$ cat config.mk
export PLATFORM = sky130hd
export DESIGN_NAME = rank_ilv_decoder
export DESIGN_NICKNAME = d
export VERILOG_FILES = /design/src/rtl/rkdec_pkg.sv /design/src/rtl/rkdec_cfg_store.sv /design/src/rtl/rkdec_range_match.sv /design/src/rtl/rkdec_addr_xform.sv /design/src/rtl/rank_ilv_decoder.sv
export SDC_FILE = /design/constraint.sdc
export NUM_CORES = 1
export LEC_CHECK = 0
export BUFFER_PORTS_ARGS = -buffer_cell sky130_fd_sc_hd__clkbuf_2
export CAP_MARGIN = 10
export CORE_UTILIZATION = 55
export CTS_CLUSTER_SIZE = 40
export DETAILED_ROUTE_END_ITERATION = 12
export PLACE_DENSITY = 0.72
export SLEW_MARGIN = 15
export SYNTH_ARGS = -nofsm -noshare
export SYNTH_HDL_FRONTEND = slang
export SYNTH_SLANG_ARGS = --single-unit
$ cat constraint.sdc
create_clock -name clk -period 11.3 [get_ports clk]
set_input_delay 2.26 -clock clk [delete_from_list [all_inputs] [get_ports clk]]
set_output_delay 2.26 -clock clk [all_outputs]
set_load 0.03 [all_outputs]
$ cat src/rtl/rkdec_pkg.sv
`timescale 1ns/1ps
package rkdec_pkg;
  localparam int WORD_W       = 32;
  // range word fields
  localparam int RW_VALID     = 31;
  localparam int RW_LIM_LO    = 1;
  localparam int RW_LIM_W     = 11;
  localparam int RW_WAYS_LO   = 28;
  localparam int WAYS_LOG_W   = 2;
  // interleave word fields
  localparam int IW_OFF_LO    = 2;
  localparam int IW_OFF_W     = 14;
  localparam int IW_CR_LO     = 16;
  // scaling
  localparam int LIMIT_SHIFT  = 29;
  localparam int OFFSET_SHIFT = 26;
  localparam int GRAN_CLOSED  = 6;
  localparam int GRAN_OPEN    = 13;
  localparam int MAX_WAYS     = 1 << ((1 << WAYS_LOG_W) - 1);
  localparam int WAY_W        = $clog2(MAX_WAYS);
  typedef logic [WORD_W-1:0] word_t;
endpackage

$ cat src/rtl/rkdec_cfg_store.sv
`timescale 1ns/1ps
module rkdec_cfg_store
  import rkdec_pkg::*;
#(
  parameter int NRANGE = 4,
  localparam int RIDX_W = $clog2(NRANGE)
) (
  input  logic                     clk,
  input  logic                     rst,
  input  logic                     we,
  input  logic                     is_ilv,
  input  logic [RIDX_W-1:0]        wr_range,
  input  logic [WAY_W-1:0]         wr_way,
  input  word_t                    wdata,
  output word_t [NRANGE-1:0]       range_words,
  input  logic [RIDX_W-1:0]        rd_range,
  input  logic [WAY_W-1:0]         rd_way,
  output word_t                    ilv_word
);
  localparam int DEPTH = (1 << RIDX_W) * MAX_WAYS;

  // interleave words: plain memory, no reset, distributed-RAM friendly
  word_t ilv_mem [DEPTH];

  always_ff @(posedge clk) begin
    if (we && is_ilv) ilv_mem[{wr_range, wr_way}] <= wdata;
  end

  assign ilv_word = ilv_mem[{rd_range, rd_way}];

  // range words: reset so every entry starts invalid
  always_ff @(posedge clk) begin
    if (rst) begin
      range_words <= '0;
    end else if (we && !is_ilv) begin
      range_words[wr_range] <= wdata;
    end
  end
endmodule

$ cat src/rtl/rkdec_range_match.sv
`timescale 1ns/1ps
module rkdec_range_match
  import rkdec_pkg::*;
#(
  parameter int NRANGE = 4,
  parameter int CA_W   = 40,
  localparam int RIDX_W = $clog2(NRANGE)
) (
  input  word_t [NRANGE-1:0]  range_words,
  input  logic [CA_W-1:0]     addr,
  output logic                hit,
  output logic [RIDX_W-1:0]   hit_idx
);
  logic [CA_W:0]     lower [NRANGE+1];
  logic [CA_W-1:0]   upper [NRANGE];
  logic [NRANGE-1:0] in_win;

  assign lower[0] = '0;

  for (genvar g = 0; g < NRANGE; g++) begin : g_ent
    assign upper[g]   = CA_W'({range_words[g][RW_LIM_LO +: RW_LIM_W], {LIMIT_SHIFT{1'b1}}});
    // bound advances whether the entry is valid or not
    assign lower[g+1] = {1'b0, upper[g]} + (CA_W+1)'(1);
    assign in_win[g]  = range_words[g][RW_VALID]
                        && ({1'b0, addr} >= lower[g])
                        && (addr <= upper[g]);
  end

  // lowest index wins
  always_comb begin
    hit     = |in_win;
    hit_idx = '0;
    for (int i = NRANGE - 1; i >= 0; i--) begin
      if (in_win[i]) hit_idx = RIDX_W'(i);
    end
  end

  logic unused_bits;
  assign unused_bits = ^{range_words, lower[NRANGE]};
endmodule

$ cat src/rtl/rkdec_addr_xform.sv
`timescale 1ns/1ps
module rkdec_addr_xform
  import rkdec_pkg::*;
#(
  parameter int CA_W = 40
) (
  input  logic [CA_W-1:0]       addr,
  input  logic                  close_pg,
  input  logic [WAYS_LOG_W-1:0] ways_log,
  input  word_t                 ilv_word,
  output logic [WAY_W-1:0]      way_idx,
  output logic [CA_W-1:0]       rank_addr,
  output logic [1:0]            dimm,
  output logic [1:0]            rank
);
  logic [3:0]      gran;
  logic [CA_W-1:0] shifted, quot, lowmask, rebuilt, offset;

  always_comb begin
    gran      = close_pg ? 4'(GRAN_CLOSED) : 4'(GRAN_OPEN);
    shifted   = addr >> gran;
    way_idx   = shifted[WAY_W-1:0] & WAY_W'((1 << ways_log) - 1);
    quot      = shifted >> ways_log;
    lowmask   = (CA_W'(1) << gran) - CA_W'(1);
    rebuilt   = (quot << gran) | (addr & lowmask);
    offset    = CA_W'(ilv_word[IW_OFF_LO +: IW_OFF_W]) << OFFSET_SHIFT;
    rank_addr = rebuilt - offset;
    dimm      = ilv_word[IW_CR_LO+2 +: 2];
    rank      = ilv_word[IW_CR_LO +: 2];
  end

  logic unused_bits;
  assign unused_bits = ^{ilv_word[WORD_W-1:IW_CR_LO+4], ilv_word[IW_OFF_LO-1:0]};
endmodule

$ cat src/rtl/rank_ilv_decoder.sv
`timescale 1ns/1ps
module rank_ilv_decoder
  import rkdec_pkg::*;
#(
  parameter int NRANGE = 4,
  parameter int CA_W   = 40,
  localparam int RIDX_W = $clog2(NRANGE)
) (
  input  logic                clk,
  input  logic                rst,
  input  logic                cfg_we,
  input  logic                cfg_is_ilv,
  input  logic [RIDX_W-1:0]   cfg_range,
  input  logic [2:0]          cfg_way,
  input  logic [31:0]         cfg_wdata,
  input  logic                in_valid,
  output logic                in_ready,
  input  logic [CA_W-1:0]     in_addr,
  input  logic                in_close_pg,
  output logic                out_valid,
  output logic                out_miss,
  output logic [1:0]          out_dimm,
  output logic [1:0]          out_rank,
  output logic [CA_W-1:0]     out_rank_addr
);
  word_t [NRANGE-1:0]    range_words;
  word_t                 ilv_word;
  logic                  hit;
  logic [RIDX_W-1:0]     hit_idx;
  logic [WAY_W-1:0]      way_idx;
  logic [WAYS_LOG_W-1:0] ways_log;
  logic [CA_W-1:0]       rank_addr;
  logic [1:0]            dimm, rank;
  logic                  accept;

  assign in_ready = !cfg_we;
  assign accept   = in_valid && in_ready;

  rkdec_cfg_store #(.NRANGE(NRANGE)) u_store (
    .clk(clk), .rst(rst), .we(cfg_we), .is_ilv(cfg_is_ilv),
    .wr_range(cfg_range), .wr_way(cfg_way), .wdata(cfg_wdata),
    .range_words(range_words), .rd_range(hit_idx), .rd_way(way_idx),
    .ilv_word(ilv_word)
  );

  rkdec_range_match #(.NRANGE(NRANGE), .CA_W(CA_W)) u_match (
    .range_words(range_words), .addr(in_addr), .hit(hit), .hit_idx(hit_idx)
  );

  assign ways_log = range_words[hit_idx][RW_WAYS_LO +: WAYS_LOG_W];

  rkdec_addr_xform #(.CA_W(CA_W)) u_xform (
    .addr(in_addr), .close_pg(in_close_pg), .ways_log(ways_log),
    .ilv_word(ilv_word), .way_idx(way_idx), .rank_addr(rank_addr),
    .dimm(dimm), .rank(rank)
  );

  always_ff @(posedge clk) begin
    if (rst) begin
      out_valid     <= 1'b0;
      out_miss      <= 1'b0;
      out_dimm      <= '0;
      out_rank      <= '0;
      out_rank_addr <= '0;
    end else begin
      out_valid <= accept;
      if (accept) begin
        out_miss      <= !hit;
        out_dimm      <= hit ? dimm : 2'b00;
        out_rank      <= hit ? rank : 2'b00;
        out_rank_addr <= hit ? rank_addr : '0;
      end
    end
  end
endmodule

* Word-level counts from Yosys, hierarchy flattened
Memories as Yosys holds them, arrays and structs flattened.
Index checks and enable logic that the tools add are counted.
** Word-level totals
- Register bits :: 174
- Memory bits (writable) :: 1024
- Output and inout bits :: 47
- Memories :: 1
- Word-level logic and storage cells :: 66
** Cells by class
- Multiplexer cells :: 15
- Add/sub/neg operators :: 6
- Shift operators :: 5
- Reductions and logical operators :: 16
- Order comparisons :: 11
- Bitwise logic cells :: 3
** Memories
- u_store.ilv_mem :: words 32, bits a word 32, read ports 1, clocked after Yosys merged registers in 0, wr ports 1, RTL line rkdec_cfg_store.sv:23 : word_t ilv_mem [DEPTH];
** Operators with widths (count)
- $le A40 B40 Y1 :: 4
- $bwmux W128 :: 1
- $add A40 B1 Y41 const B :: 3
- $ge A40 B41 Y1 :: 3
- $bmux W32 S2 :: 1
- $demux W32 S2 :: 1
- $and A40 B40 Y40 :: 1
- $ge A40 B1 Y1 const B :: 1
- $mux W40 :: 1
- $or A40 B40 Y40 :: 1
- $shl A1 B4 Y40 const A :: 1
- $shl A40 B4 Y40 :: 1
- $shr A40 B2 Y40 :: 1
- $shr A40 B4 Y40 :: 1
- $sub A40 B2 Y40 const B :: 1
- $sub A40 B40 Y40 :: 1
- $mux W32 :: 1
- $mux W30 :: 1
- $logic_and A1 B1 Y1 :: 12
- $mux W2 :: 6
- $lt A2 B3 Y1 const B :: 2
- $mux W4 :: 1
- $reduce_or A4 Y1 :: 1
- $and A3 B3 Y3 :: 1
- other kinds (5) :: 8

* Longest topological paths before layout
An unclocked memory read counts as a cell.
- Depth in word-level cells :: 16
- Depth in mapped cells :: 35
- Gate-level depth less buffers :: 33

* By module
A second synthesis with hierarchy kept.
** Second synthesis, totals
- Cells, all modules :: 3547
- Area, all modules :: 50400.8 um^2
** Modules (own cells, without submodules)
- rkdec_cfg_store :: area an instance 44238.7 um^2, instances 1, cells each 2795
- rkdec_range_match :: area an instance 2496.1 um^2, instances 1, cells each 332
- rank_ilv_decoder :: area an instance 1929.4 um^2, instances 1, cells each 206
- rkdec_addr_xform :: area an instance 1736.7 um^2, instances 1, cells each 214

* Least setup slack after synthesis
OpenSTA, ideal clock, no wires.
- Path type :: input -> register
- Start :: input port in_addr[29]
- End :: register out_rank_addr[39]
- Arrival time :: 8052 ps
- Buffers on the path :: 1
- Stages :: 27
- Setup slack :: 3186 ps
- Data required time :: 11238 ps
- Path through :: ha_1 > nor4_1 > nand4_1 > or4_1 > o211a_2 > o311a_1 > o21bai_1 > a22oi_4 > nor2_8 > buf_2 > mux4_2 > a22oi_1 > a21oi_1 > a21oi_1 > ha_1 > nor2b_1 > o21ai_0 > a21boi_0 > o21a_1 > o21ai_0 > a21oi_1 > nor3_1 > o41ai_1 > xnor2_1 > o2111ai_1 > mux2_2 > nand3_1
** On the way
- Cells in the longest elaborated chain, start to end :: 15
** Ends and longest elaborated chain
- start: declaration :: RTL line rank_ilv_decoder.sv:18 : input logic [CA_W-1:0] in_addr,
- $ge A40 B41 Y1 :: RTL line rkdec_range_match.sv:25 : && ({1'b0, addr} >= lower[g])
- $logic_and A1 B1 Y1 :: RTL line rkdec_range_match.sv:25
- $logic_and A1 B1 Y1 :: RTL line rkdec_range_match.sv:26 : && (addr <= upper[g]);
- $mux W2 (4 in a row) :: RTL line rkdec_range_match.sv:34 : if (in_win[i]) hit_idx = RIDX_W'(i);
- $bmux W32 S2 :: RTL line rank_ilv_decoder.sv:50 : assign ways_log = range_words[hit_idx][RW_WAYS_LO +: WAYS_LOG_W];
- $mux W30 (implied by the code) :: RTL line rank_ilv_decoder.sv:50
- $shl A1 B2 Y3 :: RTL line rkdec_addr_xform.sv:22 : way_idx = shifted[WAY_W-1:0] & WAY_W'((1 << ways_log) - 1);
- $sub A3 B2 Y3 :: RTL line rkdec_addr_xform.sv:22
- $and A3 B3 Y3 :: RTL line rkdec_addr_xform.sv:22
- $mem_v2 Z32 W32
- $sub A40 B40 Y40 :: RTL line rkdec_addr_xform.sv:27 : rank_addr = rebuilt - offset;
- $mux W40 (*) :: RTL line rank_ilv_decoder.sv:71 : out_rank_addr <= hit ? rank_addr : '0;
- end signal: assignment :: RTL line rank_ilv_decoder.sv:71
- end: declaration :: RTL line rank_ilv_decoder.sv:24 : output logic [CA_W-1:0] out_rank_addr
Mark *: on every way between the ends. The rest lies on a longest branch, timed or not. The select of a mux whose other input is x is not followed.
A chain may end at the register's enable or synchronous reset.

* Worst setup path in the final report
Same ends and word-level chain as after synthesis.

==> metrics.log <==
[metrics] crit path buf inv count: 1
[metrics] synthesis-stage register bit count: 678
[metrics] CTS tree: yes
[metrics] Setup Crit Path Kind: in -> reg
[metrics] total global routing track utilization: 28.7%
[metrics] Placed Instance Area: 31800 um^2
[metrics] met3 layer usage reported by global route: 4.84%
[metrics] most used routing layer in global routing: met2
[metrics] Gate Count Post-Synth: 2062
[metrics] met2 capacity usage during global routing: 47.6%
[metrics] synthesized area: 30200 um^2
[metrics] initial detailed-routing violation count: 1867
[metrics] maximum number of pins on one net before global-route repair: 87
[metrics] cell at the slowest stage of the critical path: sky130_fd_sc_hd__nor2_8
[metrics] number of core rows: 85
[metrics] die span in x: 236 um
[metrics] headroom to the max-slew limit: 21.8%
[metrics] share of the synthesized area in compound gates (AO/OA/AOI/OAI): 7.86%
[metrics] initial core utilization: 55.8%
[metrics] number of instances resized during post-cts repair: 0
[metrics] Die Outline Area: 55800 um^2
[metrics] peak supply drop: 0.000121 V
[metrics] Post-synth EDFFs: 576
[metrics] total of hold buffers inserted after clock tree synthesis: 0
[metrics] Synthesis Warnings: 0
[metrics] number of DRC violations after detailed routing: 0
[metrics] number of input and output port buffers inserted: 119
[metrics] dominant combinational cell family by area after synthesis: multiplexers
[metrics] max-capacitance violation count: 0
[metrics] met1 usage: 37.7%
[metrics] xor and xnor area share after synthesis: 1.07%
[metrics] final setup violating endpoints: 0
[metrics] CP max stage delay: 0.65 ns
[metrics] power per standard cell area: 159 nW/um^2
[metrics] Hold Violations, Final: 0
[metrics] post-synthesis adder-cell area fraction: 3.92%
[metrics] Final ANT Viol Nets: 0
[metrics] async set or reset register ratio after synthesis: 0%
[metrics] buffers from clock root to sink, at most: 3
[metrics] highest clock frequency the design can meet: 103 MHz
[metrics] number of ports placed on the die boundary: 130
[metrics] die span in y: 236 um
[metrics] most instantiated flip-flop cell in the synthesis netlist: sky130_fd_sc_hd__edfxtp_1
[metrics] sum of overflow across all layers after global routing: 0
[metrics] first-pass GRT wire length: 118 mm
[metrics] synthesized area per cell: 14.6 um^2
[metrics] area added between synthesis and finish: 13.1%
[metrics] Final GP Congestion: 0.923
[metrics] Worst path most repeated cell: sky130_fd_sc_hd__a21oi_1
[metrics] routed via count: 19000
[metrics] Hold/Removal Path Class: reg -> reg
[metrics] kind of start point of the critical path: input port
[metrics] Final Max Slew Viols: 0
[metrics] DR WL/cell: 26.8 um
[metrics] clock latency on the worst-skew pair: 0.62 ns
[metrics] Synth area leaders: sky130_fd_sc_hd__edfxtp_1 57%, sky130_fd_sc_hd__mux4_2 8.9%, sky130_fd_sc_hd__dfxtp_1 6.8%
[metrics] 1st-pass router iterations: 8
[metrics] clock transition time at the flip-flop clock pins of the worst setup and hold paths: 0.06 ns
[metrics] Fin Setup TNS: 0 ns
[metrics] share of the core filled with cells in the final layout: 63.1%
[metrics] antenna violations before repair: 0
[metrics] cell accounting for the most synthesized area: sky130_fd_sc_hd__edfxtp_1
[metrics] CP required: 11.85 ns
[metrics] proportion of synthesized area in mux cells: 13.1%
[metrics] simple-gate area share of the yosys netlist: 7.61%
[metrics] kind of end point of the critical path: flop
[metrics] crit path DAT: 10.29 ns
[metrics] filler cell count: 3907
[metrics] final worst path period share: 86.2%
[metrics] result of the run: finished, final reports clean
[metrics] NumNets Final: 2387
[metrics] detail-routed via count per cell: 6.41
[metrics] final std cell area, no fill: 34100 um^2
[metrics] Total Power Consumption: 5.44 mW
[metrics] number of post-CTS setup repair buffers: 0
[metrics] dominant delay contributor by cell family on the critical path: compound AO/OA/AOI/OAI gates
[metrics] total core area: 54000 um^2
[metrics] Synth top area share: 57.3%
[metrics] portion of the post-synthesis area used by sequential elements: 64.1%
[metrics] share of post-route cells with drive strength above 1: 20.5%
[metrics] vias in the first global route: 18800
[metrics] leakage component of the power: 11.2 nW
[metrics] wirelength, routed: 79.4 mm
[metrics] clock skew: 0.0211 ns
[metrics] number of antenna diodes: 0
[metrics] clock root buffer: sky130_fd_sc_hd__clkbuf_16
[metrics] CP Max Fanout: 28
[metrics] Least-Margin Pin Slew: 1.17 ns
[metrics] total number of H-tree levels: 3
[metrics] Synth cell types: 79
[metrics] unrepaired setup endpoints after global routing: false
[metrics] number of nets produced by synthesis: 2239
[metrics] final HPWL from detailed placement: 47.6 mm
[metrics] Period minus WS final: 9.74 ns
[metrics] total clock buffers created by CTS: 72
[metrics] total number of clock tree sinks: 678
-- synth_stat cells (5+ instances only) --
cell type                     n
sky130_fd_sc_hd__a2111oi_0    6
sky130_fd_sc_hd__a211oi_1    12
sky130_fd_sc_hd__a21o_1       5
sky130_fd_sc_hd__a21oi_1    135
sky130_fd_sc_hd__a221oi_1     5
sky130_fd_sc_hd__a22o_1      14
sky130_fd_sc_hd__a22oi_1     70
sky130_fd_sc_hd__a31oi_1      6
sky130_fd_sc_hd__a32o_1       6
sky130_fd_sc_hd__and2_1      12
sky130_fd_sc_hd__and3_1      10
sky130_fd_sc_hd__and4_1       7
sky130_fd_sc_hd__buf_2       31
sky130_fd_sc_hd__buf_6        6
sky130_fd_sc_hd__clkbuf_1    54
sky130_fd_sc_hd__dfxtp_1    102
sky130_fd_sc_hd__edfxtp_1   576
sky130_fd_sc_hd__ha_1        93
sky130_fd_sc_hd__inv_1       62
sky130_fd_sc_hd__mux2_2      12
sky130_fd_sc_hd__mux2i_1    111
sky130_fd_sc_hd__mux4_2     119
sky130_fd_sc_hd__nand2_1    239
sky130_fd_sc_hd__nand2b_1     6
sky130_fd_sc_hd__nand3_1     40
sky130_fd_sc_hd__nand4_1     23
sky130_fd_sc_hd__nor2_1      99
sky130_fd_sc_hd__nor2b_1      8
sky130_fd_sc_hd__nor3_1      20
sky130_fd_sc_hd__nor4_1      12
sky130_fd_sc_hd__o211ai_1    14
sky130_fd_sc_hd__o21ai_0     22
sky130_fd_sc_hd__o31ai_1      5
sky130_fd_sc_hd__or3_1        6
sky130_fd_sc_hd__xnor2_1     35
-- final timing paths --
| path | start | to | slack (ns) | cells past startpoint |
|---|---|---|---|---|
| setup / recovery | in_addr[29] | out_rank_addr[39]$_SDFFE_PP0P_ | 1.56 | 27 |
| hold / removal | u_store.range_words[102]$_SDFFE_PP0P_ | u_store.range_words[102]$_SDFFE_PP0P_ | 0.46 | 2 |
| setup reg to reg | u_store.range_words[33]$_SDFFE_PP0P_ | out_rank_addr[39]$_SDFFE_PP0P_ | 2.72 | 31 |
| hold reg to reg | u_store.range_words[102]$_SDFFE_PP0P_ | u_store.range_words[102]$_SDFFE_PP0P_ | 0.46 | 2 |
-- stage by stage --
step                hold WS (ns)  setup WS [ns]  instances
floorplan                  0.433           3.19       2062
finish                     0.455           1.56       2966
global placement           0.439           1.28       2832
global route               0.475           1.15       2966
detailed placement         0.448           1.09       2832
CTS                        0.456           1.65       2966
-- state kept, by name, summed over array words and instances (netlist names) --
signal,count
out_dimm,2
out_miss,1
out_rank,2
out_rank_addr,40
out_valid,1
u_store.ilv_mem,576
u_store.range_words,56
-- routing by layer --
layer / wire length (um) / part of all wire [%] / up-vias
met1: 31200 / 39 / 9519
met5: 0 / 0 / -
li1: - / - / 8356
met2: 38600 / 49 / 985
met4: 3070 / 3.9 / 0
met3: 6620 / 8.3 / 166
-- cell type report --
type                       count  area [um^2]  area share (%)
sequential                   678        19300            56.7
multi-input combinational   1223        10300            30.3
clock buffer                  95         1940            5.69
timing repair buffer         172         1020            2.99
tap                          696          871            2.55
clock inverter                39          383            1.12
inverter                      63          236           0.693
-- logic make-up after synthesis --
family | count (synthesis)
flip-flops | 678
buffers and inverters | 161
AO/OA/AOI/OAI | 349
AND/OR/NAND/NOR | 500
XOR/XNOR | 37
multiplexers | 243
adder cells (fa/ha/maj) | 94
-- worst reg2reg max path, delay by kind of cell (launching register included) --
family | cells | cell delay [ns]
compound gates | 16 | 3.91
simple gates | 7 | 1.52
mux | 3 | 1.38
fa+ha+maj | 3 | 0.79
flops | 1 | 0.46
xor+xnor | 2 | 0.43
-- where the power goes --
part	internal (mW)	switching, mW	total, mW
clock network	1.34	0.995	2.34
registers	2.73	0.00841	2.74
logic	0.130	0.233	0.363
total	4.20	1.24	5.44
-- cell usage in the layout (no fill, tap or decap), types with 51 or more instances in the layout --
master and count:
sky130_fd_sc_hd__edfxtp_1 576, sky130_fd_sc_hd__nand2_1 238, sky130_fd_sc_hd__a21oi_1 134, sky130_fd_sc_hd__mux4_2 119
sky130_fd_sc_hd__clkbuf_2 118, sky130_fd_sc_hd__mux2i_1 110, sky130_fd_sc_hd__dfxtp_1 102, sky130_fd_sc_hd__ha_1 93
sky130_fd_sc_hd__clkbuf_16 74, sky130_fd_sc_hd__a22oi_1 70, sky130_fd_sc_hd__nor2_1 64, sky130_fd_sc_hd__inv_1 62
sky130_fd_sc_hd__buf_4 51
(Power assumes the default switching activity.)
